==> src/rtl/cond_flag_unit.sv <==
module cond_flag_unit #(
  parameter int DATA_W = 32
) (
  input  logic              clk,
  input  logic              rst_n,
  input  logic              instr_valid,
  input  logic [3:0]        cond_code,
  input  logic              set_flags,
  input  logic              is_compare,
  input  logic [DATA_W-1:0] alu_result,
  input  logic              alu_carry,
  input  logic              alu_overflow,
  output logic              exec_en,
  output logic              flag_n,
  output logic              flag_z,
  output logic              flag_c,
  output logic              flag_v
);

  localparam int MSB = DATA_W - 1;

  logic [3:0] nzcv_q;
  logic [3:0] nzcv_d;
  logic       pass;
  logic       upd;

  assign {flag_n, flag_z, flag_c, flag_v} = nzcv_q;

  always_comb begin
    case (cond_code)
      4'h0:    pass = flag_z;
      4'h1:    pass = !flag_z;
      4'h2:    pass = flag_c;
      4'h3:    pass = !flag_c;
      4'h4:    pass = flag_n;
      4'h5:    pass = !flag_n;
      4'h6:    pass = flag_v;
      4'h7:    pass = !flag_v;
      4'h8:    pass = flag_c && !flag_z;
      4'h9:    pass = !flag_c || flag_z;
      4'hA:    pass = flag_n == flag_v;
      4'hB:    pass = flag_n != flag_v;
      4'hC:    pass = !flag_z && (flag_n == flag_v);
      4'hD:    pass = flag_z || (flag_n != flag_v);
      4'hE:    pass = 1'b1;
      default: pass = 1'b0;
    endcase
  end

  assign exec_en = instr_valid && pass;
  assign upd     = exec_en && (set_flags || is_compare);
  assign nzcv_d  = {alu_result[MSB], ~|alu_result, alu_carry, alu_overflow};

  always_ff @(posedge clk) begin
    if (!rst_n)   nzcv_q <= 4'b0000;
    else if (upd) nzcv_q <= nzcv_d;
  end

  AST_RESET_CLEAR: assert property (@(posedge clk) disable iff (!rst_n)
    $rose(rst_n) |-> ({flag_n, flag_z, flag_c, flag_v} == 4'b0000));
  AST_IDLE_NO_EXEC: assert property (@(posedge clk) disable iff (!rst_n)
    !instr_valid |-> !exec_en);
  AST_ALWAYS_CODE: assert property (@(posedge clk) disable iff (!rst_n)
    (instr_valid && cond_code == 4'hE) |-> exec_en);
  AST_NEVER_CODE: assert property (@(posedge clk) disable iff (!rst_n)
    (cond_code == 4'hF) |-> !exec_en);
  AST_UPDATE_N: assert property (@(posedge clk) disable iff (!rst_n)
    (exec_en && (set_flags || is_compare)) |=> (flag_n == $past(alu_result[MSB])));
  AST_UPDATE_ZCV: assert property (@(posedge clk) disable iff (!rst_n)
    (exec_en && (set_flags || is_compare)) |=>
      ({flag_z, flag_c, flag_v} == {$past(alu_result == '0), $past(alu_carry), $past(alu_overflow)}));
  AST_HOLD_FLAGS: assert property (@(posedge clk) disable iff (!rst_n)
    !(exec_en && (set_flags || is_compare)) |=> $stable({flag_n, flag_z, flag_c, flag_v}));
  AST_FAIL_NO_WRITE: assert property (@(posedge clk) disable iff (!rst_n)
    !exec_en |=> $stable({flag_n, flag_z, flag_c, flag_v}));

endmodule

==> config.mk <==
export PLATFORM = sky130hd
export DESIGN_NAME = cond_flag_unit
export DESIGN_NICKNAME = d
export VERILOG_FILES = /design/src/rtl/cond_flag_unit.sv
export SDC_FILE = /design/constraint.sdc
export NUM_CORES = 1
export LEC_CHECK = 0
export ABC_CLOCK_PERIOD_IN_PS = 3200
export CAP_MARGIN = 20
export CORE_UTILIZATION = 33
export CTS_BUF_LIST = sky130_fd_sc_hd__clkbuf_8
export DETAILED_ROUTE_END_ITERATION = 7
export PLACE_DENSITY = 0.89
export SLEW_MARGIN = 30
export SYNTH_ARGS = -nofsm -noshare
export SYNTH_HDL_FRONTEND = slang
export SYNTH_SLANG_ARGS = --single-unit
==> constraint.sdc <==
create_clock -name clk -period 3.2 [get_ports clk]
set_clock_uncertainty 0.1 [all_clocks]
set_input_delay 0.8 -clock clk [delete_from_list [all_inputs] [get_ports clk]]
set_output_delay 0.8 -clock clk [all_outputs]
set_load 0.01 [all_outputs]
# --- Yosys cells after proc, flatten, opt, wreduce, memory -nomap -nowiden ---
# Cells that the tools add are included.
classes:
  n_eq_ne: 16
  mux: 1
  n_reduce_logical: 14
op_table:
  columns: ["op", "n"]
  rows:
  - ["32-bit OR reduction", 1]
  - ["4-bit == test, second input constant", 7]
  - ["4-bit by 3-bit == test with 1-bit output, second input constant", 4]
  - ["1-bit case mux with 15 select lines", 1]
  - ["4-bit by 2-bit == test with 1-bit output, second input constant", 2]
  - ["1-bit zero test", 5]
  - ["4-bit by 1-bit == test with 1-bit output, second input constant", 1]
  - ["1-bit logical AND", 4]
  - ["4-bit zero test", 1]
  - ["1-bit logical OR", 3]
  - ["1-bit == test", 1]
  - ["1-bit inequality test", 1]
word_totals:
  ff_bits: 4
  input_bits: 43
  output_inout_bits: 5
  elab_cells: 32

# --- Logic depth before layout (Yosys ltp) ---
# Gate-level depths: netlist of the first run.
depth:
  ltp_word: 5
  mapped_depth: 7
  depth_no_buf: 6

# --- Worst setup path before layout of the first run ---
# No wires, ideal clock.
synth_timing:
  path_kind: "input-to-output"
  startpoint: "in cond_code[2]"
  endpoint: "out exec_en"
  arrival_time_ns: 1.809
  t_required_ns: 2.300
  slack_ns: 0.491
  cell_stages: 6
  path_buffers: 1
  cell_sequence: "buf_6 -> or3b_1 -> o2111ai_2 -> o221ai_2 -> o22ai_2 -> nor2_1"
synth_via:
  elab_chain_cells: 3
  elab_cells_between_ends: 17
  classes_between: "14 x eq/ne; 1 x mux; 2 x reduce/logical"
synth_rtl:
  columns: ["item", "line", "text"]
  rows:
  - ["start: declaration", "7", "input logic [3:0] cond_code,"]
  - ["4-bit == test, or another cell as far along", "30", "case (cond_code)"]
  - ["1-bit case mux with 15 select lines (*)", "30", null]
  - ["1-bit logical AND (*)", "50", "assign exec_en = instr_valid && pass;"]
  - ["end: declaration", "13", "output logic exec_en,"]
# Every way passes the cells marked *; elsewhere a longest branch is shown, timed or not.

# --- Worst setup path in the final report of the first run ---
layout_timing:
  startpoint: "in cond_code[1]"
  endpoint: "out exec_en"
# Same word-level chain as after synthesis.

==> results.tsv, run 1 <==
stage	metric	value	unit
status	status	finished clean	
synth	Yosys cell types	35	
synth	EDFF count, synth	0	
hold_path	hold depth	2	
cts	CTS root buf	clkbuf_8	
cts	clock latency on the worst-skew pair	0.22	ns
grt	Overflow after GRT	0	
synth	Mapped Avg Cell Area	8.355	um2
final_layout	Post-Layout Cell Count	132	
synth	Async SR Flop Fraction	0	%
sta	fmax	326.0	MHz
hold_path	Worst Hold Class	flop to flop	
sta	Slew headroom	78.35	%
place	gpl congestion	0.8839	
cts	CTS tree	yes	
drt	DR WL/cell	13.76	um
final_layout	Top reg by flops	nzcv_q	
pwr	Worst VDD drop	0.1721	mV
synth	Synth Flop Type	dfxtp_1	
worst_setup_path	CP Max Fanout	5	
cts	clock buffer depth	2	
cts	TritonCTS buffer count	3	
worst_setup_path	crit path launch type	primary input	
place	dpl cell area	1033	um2
synth	Cell Area, Synth	518.0	um2
die	IO Pins	48	
grt	initial antenna violation count	0	
cts	H-Tree Depth	1	
final_layout	biggest regs	nzcv_q: 4 flops	
sta	RSZ-0062 raised after global routing	false	
worst_setup_path	Setup CP Type	primary input to primary output	
sta	worst slew pin tran	0.3218	ns
grt	vias in the first global route	798	
cts	clock sink count	4	
worst_setup_path	r2r worst-path depth	7	
final_layout	Largest register FFs	4	
synth	sequential area share after synthesis	15.46	%
synth	post-synth top area share	15.46	%
synth	syn_nets	105	
grt	largest net degree at the start of global routing	10	
final_layout	number of nets in the layout	162	
drt	WL final	1.816	mm
drt	DRC viols	0	
die	die height	41.62	um
die	die width	41.62	um
worst_setup_path	CP Data Required Time	2.30	ns
drt	met2 routed WL	997	um
grt	gr usage total	22.94	%
synth	synth cell count leaders	nand2_1 (8), nor4_1 (6), dfxtp_1 (4), mux2i_1 (4)	
synth	Synth Warn #	0	
die	Core Region	1383	um2
sta	final number of setup-violating endpoints	0	
pwr	Leak	0.4050	nW
place	Inst Count DP	129	
sta	WHS	0.4386	ns
drt	detailed-route vias per instance	5.689	
drt	routed vias	751	
cts	postcts setup bufs	0	
sta	final critical-path required period	3.068	ns
synth	Synth area leader	dfxtp_1	
pwr	post-route total power	0.2709	mW
drt	Initial DRC Count	11	
pwr	pwr/cell area	255.0	nW/um2
die	row cnt	13	
final_layout	Layout area overhead	105.1	%
synth	top post-synthesis cells by area	dfxtp_1 (15%), mux2i_1 (7.7%), nor4_1 (7.2%)	
final_layout	Antenna Cells	0	
final_layout	post-route cell area	1062	um2
drt	Met1 Routed Length	627	um
die	Initial Util	37.47	%
drt	Highest Signal Layer	met4	
drt	antenna viol nets, final	0	
worst_setup_path	CP endpoint kind	primary output	
sta	crit share post-route	95.87	%
grt	first-pass GRT wire length	3.098	mm
sta	Max Slew Vio Count	0	
final_layout	layout cells sized above 1	16.24	%
synth	Post-Synthesis Cells	62	
drt	TritonRoute pass-1 iters	4	
cts	clock transition at the registers of the reported paths	0.03	ns
die	full die area	1732	um2
cts	cts hold-fix bufs	0	
drt	routed wl met3	149	um
sta	setup TNS	0	ns
worst_setup_path	Critical Path AT	2.17	ns
flow_run	Max Cap Viol	0	
synth	Yosys reg bits	4	
place	HPWL after DPL	1.512	mm
synth	leading cell type by number of instances after synthesis	nand2_1	
sta	endpoints failing hold	0	
place	number of port buffers	47	
## path summary, 6_finish.rpt
check	start	endpoint	slack [ns]
hold reg to reg	nzcv_q[1]	nzcv_q[1]	0.44
setup / recovery	cond_code[1]	exec_en	0.13
hold / removal	nzcv_q[1]	nzcv_q[1]	0.44
setup reg to reg	nzcv_q[3]	nzcv_q[0]	1.26
## final cells by class
| cell class | instances | area [um2] |
|---|---|---|
| repair buffers | 55 | 518.0 |
| multi-input cells | 53 | 396.6 |
| fillers | 104 | 320.3 |
| flip-flops and latches | 4 | 80.08 |
| clock buffers | 3 | 41.29 |
| well taps | 15 | 18.77 |
| inverters | 2 | 7.507 |
## through the flow
step	setup WS, ns	util [%]
after floorplan	0.4911	-
final	0.1321	76.83
after CTS	0.03722	77.38
after global placement	-0.3818	74.75
after global routing	0.04611	76.83
after detailed placement	-0.4069	74.75
## layout by cell type (no fill, tap or decap), types with 2 or more instances in the layout
| master | synthesis | layout |
|---|---|---|
| nor2_1 | 3 | 3 |
| clkbuf_2 | 0 | 2 |
| buf_4 | 0 | 8 |
| nor4_1 | 6 | 6 |
| dfxtp_1 | 4 | 4 |
| nor2b_1 | 2 | 2 |
| nor4b_1 | 2 | 2 |
| nand4_1 | 2 | 2 |
| inv_1 | 2 | 2 |
| clkbuf_8 | 0 | 3 |
| mux2i_1 | 4 | 4 |
| nand2_1 | 8 | 8 |
| clkdlybuf4s50_1 | 0 | 43 |
| nand2b_1 | 2 | 2 |
| dlygate4sd2_1 | 0 | 2 |
## kinds of logic (layout without fill, tap and decap cells)
family          after synthesis  count (layout)  synth area share [%]
compound gates               11              11                 20.77
buf+inv                       5              60                 7.971
xor+xnor                      1               1                 1.691
simple gates                 36              36                 44.20
flops                         4               4                 15.46
mux                           5               5                 9.904
## report_power, final
group          internal (mW)  total [mW]  switching [mW]
registers             0.0525      0.0570         0.00445
clock network         0.0802       0.106          0.0257
logic                 0.0725       0.108          0.0356
total                  0.205       0.271          0.0657
## repair_timing
| action | CTS | global route |
|---|---|---|
| gates resized for setup | 4 | 4 |
| setup endpoints to repair | 1 | 1 |
| pin swaps | 0 | 0 |
## critical path: stages
cell           delay, ns
dlygate4sd2_1       0.28
and2_1              0.19
a32oi_1             0.24
o221ai_2            0.14
o22ai_2             0.19
nor2_1              0.06
dlygate4sd2_1       0.28
## routing by layer
metal,vias to the layer above,GRT usage (%)
li1,353,-
met1,352,20.47
met2,42,43.75
met3,4,4.783
met4,0,17.42
met5,-,0
(Power assumes the default switching activity.)
==> run 2, diff against run 1 <==
--- a/config.mk
+++ b/config.mk
@@ -9,6 +9,8 @@
 export CAP_MARGIN = 20
-export CORE_UTILIZATION = 33
+export CELL_PAD_IN_SITES_DETAIL_PLACEMENT = 0
+export CELL_PAD_IN_SITES_GLOBAL_PLACEMENT = 1
+export CORE_UTILIZATION = 22
 export CTS_BUF_LIST = sky130_fd_sc_hd__clkbuf_8
 export DETAILED_ROUTE_END_ITERATION = 7
-export PLACE_DENSITY = 0.89
+export PLACE_DENSITY = 0.91
 export SLEW_MARGIN = 30
==> constraint.sdc (replaced) <==
create_clock -name clk -period 3.2 [get_ports clk]
set_clock_uncertainty 0.1 [all_clocks]
set_input_delay 0.64 -clock clk [delete_from_list [all_inputs] [get_ports clk]]
set_output_delay 0.64 -clock clk [all_outputs]
set_load 0.01 [all_outputs]
==> run 2 against run 1 <==
- first-iteration DRC count fell by 55%
- critical path type unchanged
- highest routed layer unchanged
- die area up 47%
- critical endpoint unchanged
- maximum frequency decreased by 0.58%
- sequential power about the same
- largest cell class unchanged
- via count down 6.0%
- sequential share of layout area decreased by 0.096 points
- combinational power barely moved
- register-to-register slack better by 0.07 ns
==> results.tsv, run 2 (synthesized netlist as in run 1, its figures left out) <==
stage	metric	value	unit
sta	endpoints failing hold	0	
final_layout	Top reg by flops	nzcv_q	
drt	DRC viols	0	
drt	WL final	1.586	mm
flow_run	Max Cap Viol	0	
drt	routed vias	706	
final_layout	Largest register FFs	4	
drt	routed wl met3	144	um
sta	Max Slew Vio Count	0	
status	status	finished clean	
worst_setup_path	CP Data Required Time	2.46	ns
cts	H-Tree Depth	1	
final_layout	Layout area overhead	107.7	%
drt	met2 routed WL	862	um
sta	final critical-path required period	3.086	ns
drt	antenna viol nets, final	0	
sta	RSZ-0062 raised after global routing	false	
cts	CTS tree	yes	
final_layout	Antenna Cells	0	
grt	largest net degree at the start of global routing	10	
cts	CTS root buf	clkbuf_8	
drt	Met1 Routed Length	539	um
sta	crit share post-route	96.43	%
grt	initial antenna violation count	0	
place	number of port buffers	47	
cts	clock latency on the worst-skew pair	0.22	ns
hold_path	Worst Hold Class	flop to flop	
grt	first-pass GRT wire length	2.463	mm
worst_setup_path	Setup CP Type	primary input to primary output	
final_layout	biggest regs	nzcv_q: 4 flops	
die	Initial Util	23.42	%
sta	Slew headroom	78.23	%
die	row cnt	17	
grt	Overflow after GRT	0	
drt	DR WL/cell	11.01	um
final_layout	layout cells sized above 1	14.66	%
cts	clock sink count	4	
cts	postcts setup bufs	0	
sta	final number of setup-violating endpoints	0	
worst_setup_path	Critical Path AT	2.35	ns
place	dpl ws	-0.1719	ns
die	die width	50.53	um
die	IO Pins	48	
pwr	pwr/cell area	249.2	nW/um2
drt	detailed-route vias per instance	4.903	
cts	TritonCTS buffer count	3	
die	full die area	2553	um2
place	gpl congestion	0.9083	
cts	clock buffer depth	2	
cts	clock transition at the registers of the reported paths	0.03	ns
drt	Initial DRC Count	5	
sta	worst slew pin tran	0.3220	ns
drt	TritonRoute pass-1 iters	4	
worst_setup_path	crit path launch type	primary input	
grt	vias in the first global route	700	
cts	cts hold-fix bufs	0	
worst_setup_path	CP endpoint kind	primary output	
final_layout	fin util	48.64	%
grt	gr usage total	13.01	%
sta	fin worst setup slack	0.1141	ns
place	HPWL after DPL	1.394	mm
final_layout	most common cell after layout, fill and taps aside	clkdlybuf4s50_1	
pwr	Worst VDD drop	0.1772	mV
final_layout	number of nets in the layout	161	
final_layout	most frequent cells in the layout	clkdlybuf4s50_1 (44), nand2_1 (8), buf_4 (7)	
die	Core Region	2212	um2
final_layout	Fillers	214	
drt	Highest Signal Layer	met4	
sta	fmax	324.1	MHz
die	die height	50.53	um
pwr	Leak	0.3978	nW
worst_setup_path	CP Max Fanout	9	
## run 2: worst max-delay path, stage by stage
cell	delay (ns)
dlygate4sd2_1	0.32
or3b_1	0.39
o2111ai_2	0.10
o221ai_2	0.12
o22ai_2	0.23
nor2_1	0.07
clkdlybuf4s50_1	0.47
## run 2: worst paths after layout
path	slack, ns	depth (start not counted)	endpoint	startpoint
worst max register to register	1.33	6	nzcv_q[3]	nzcv_q[3]
worst max-delay path	0.11	7	exec_en	cond_code[2]
worst min register to register	0.44	2	nzcv_q[1]	nzcv_q[1]
worst min-delay path	0.44	2	nzcv_q[1]	nzcv_q[1]
## run 2: final cells by class
class	count	area (um2)	area share (%)
clock buffers	3	41.29	3.837
inverters	2	7.507	0.6977
multi-input cells	53	396.6	36.86
flip-flops and latches	4	80.08	7.442
well taps	28	35.03	3.256
repair buffers	54	515.5	47.91
## run 2: metrics by stage
stage / total power [mW] / hold WS, ns / TNS [ns] / std cells / instance area (um2)
after floorplan: 0.09636 / 0.4149 / 0 / 62 / 518.0
after detailed placement: 0.1648 / 0.4315 / -0.1719 / 141 / 1042
after CTS: 0.2715 / 0.4358 / 0 / 144 / 1080
after global placement: 0.1628 / 0.4324 / -0.1352 / 141 / 1042
after global routing: 0.2784 / 0.4693 / 0 / 144 / 1076
final: 0.2681 / 0.4372 / 0 / 144 / 1076
## run 2: where the power goes
group          internal [mW]  switching, mW  total (mW)
registers             0.0525        0.00417      0.0567
logic                 0.0714         0.0339       0.105
clock network         0.0802         0.0259       0.106
total                  0.204         0.0640       0.268
## run 2: timing repair
item,4_1_cts,5_1_grt
pin swaps,0,1
endpoints found under the setup margin,1,1
gates cloned,0,0
resized for setup,3,2
## run 2: per-layer routing
layer / up-vias / global-route usage [%]
met5: - / 0
met3: 4 / 2.424
met1: 312 / 11.03
met4: 0 / 11.11
li1: 349 / -
met2: 41 / 25.33
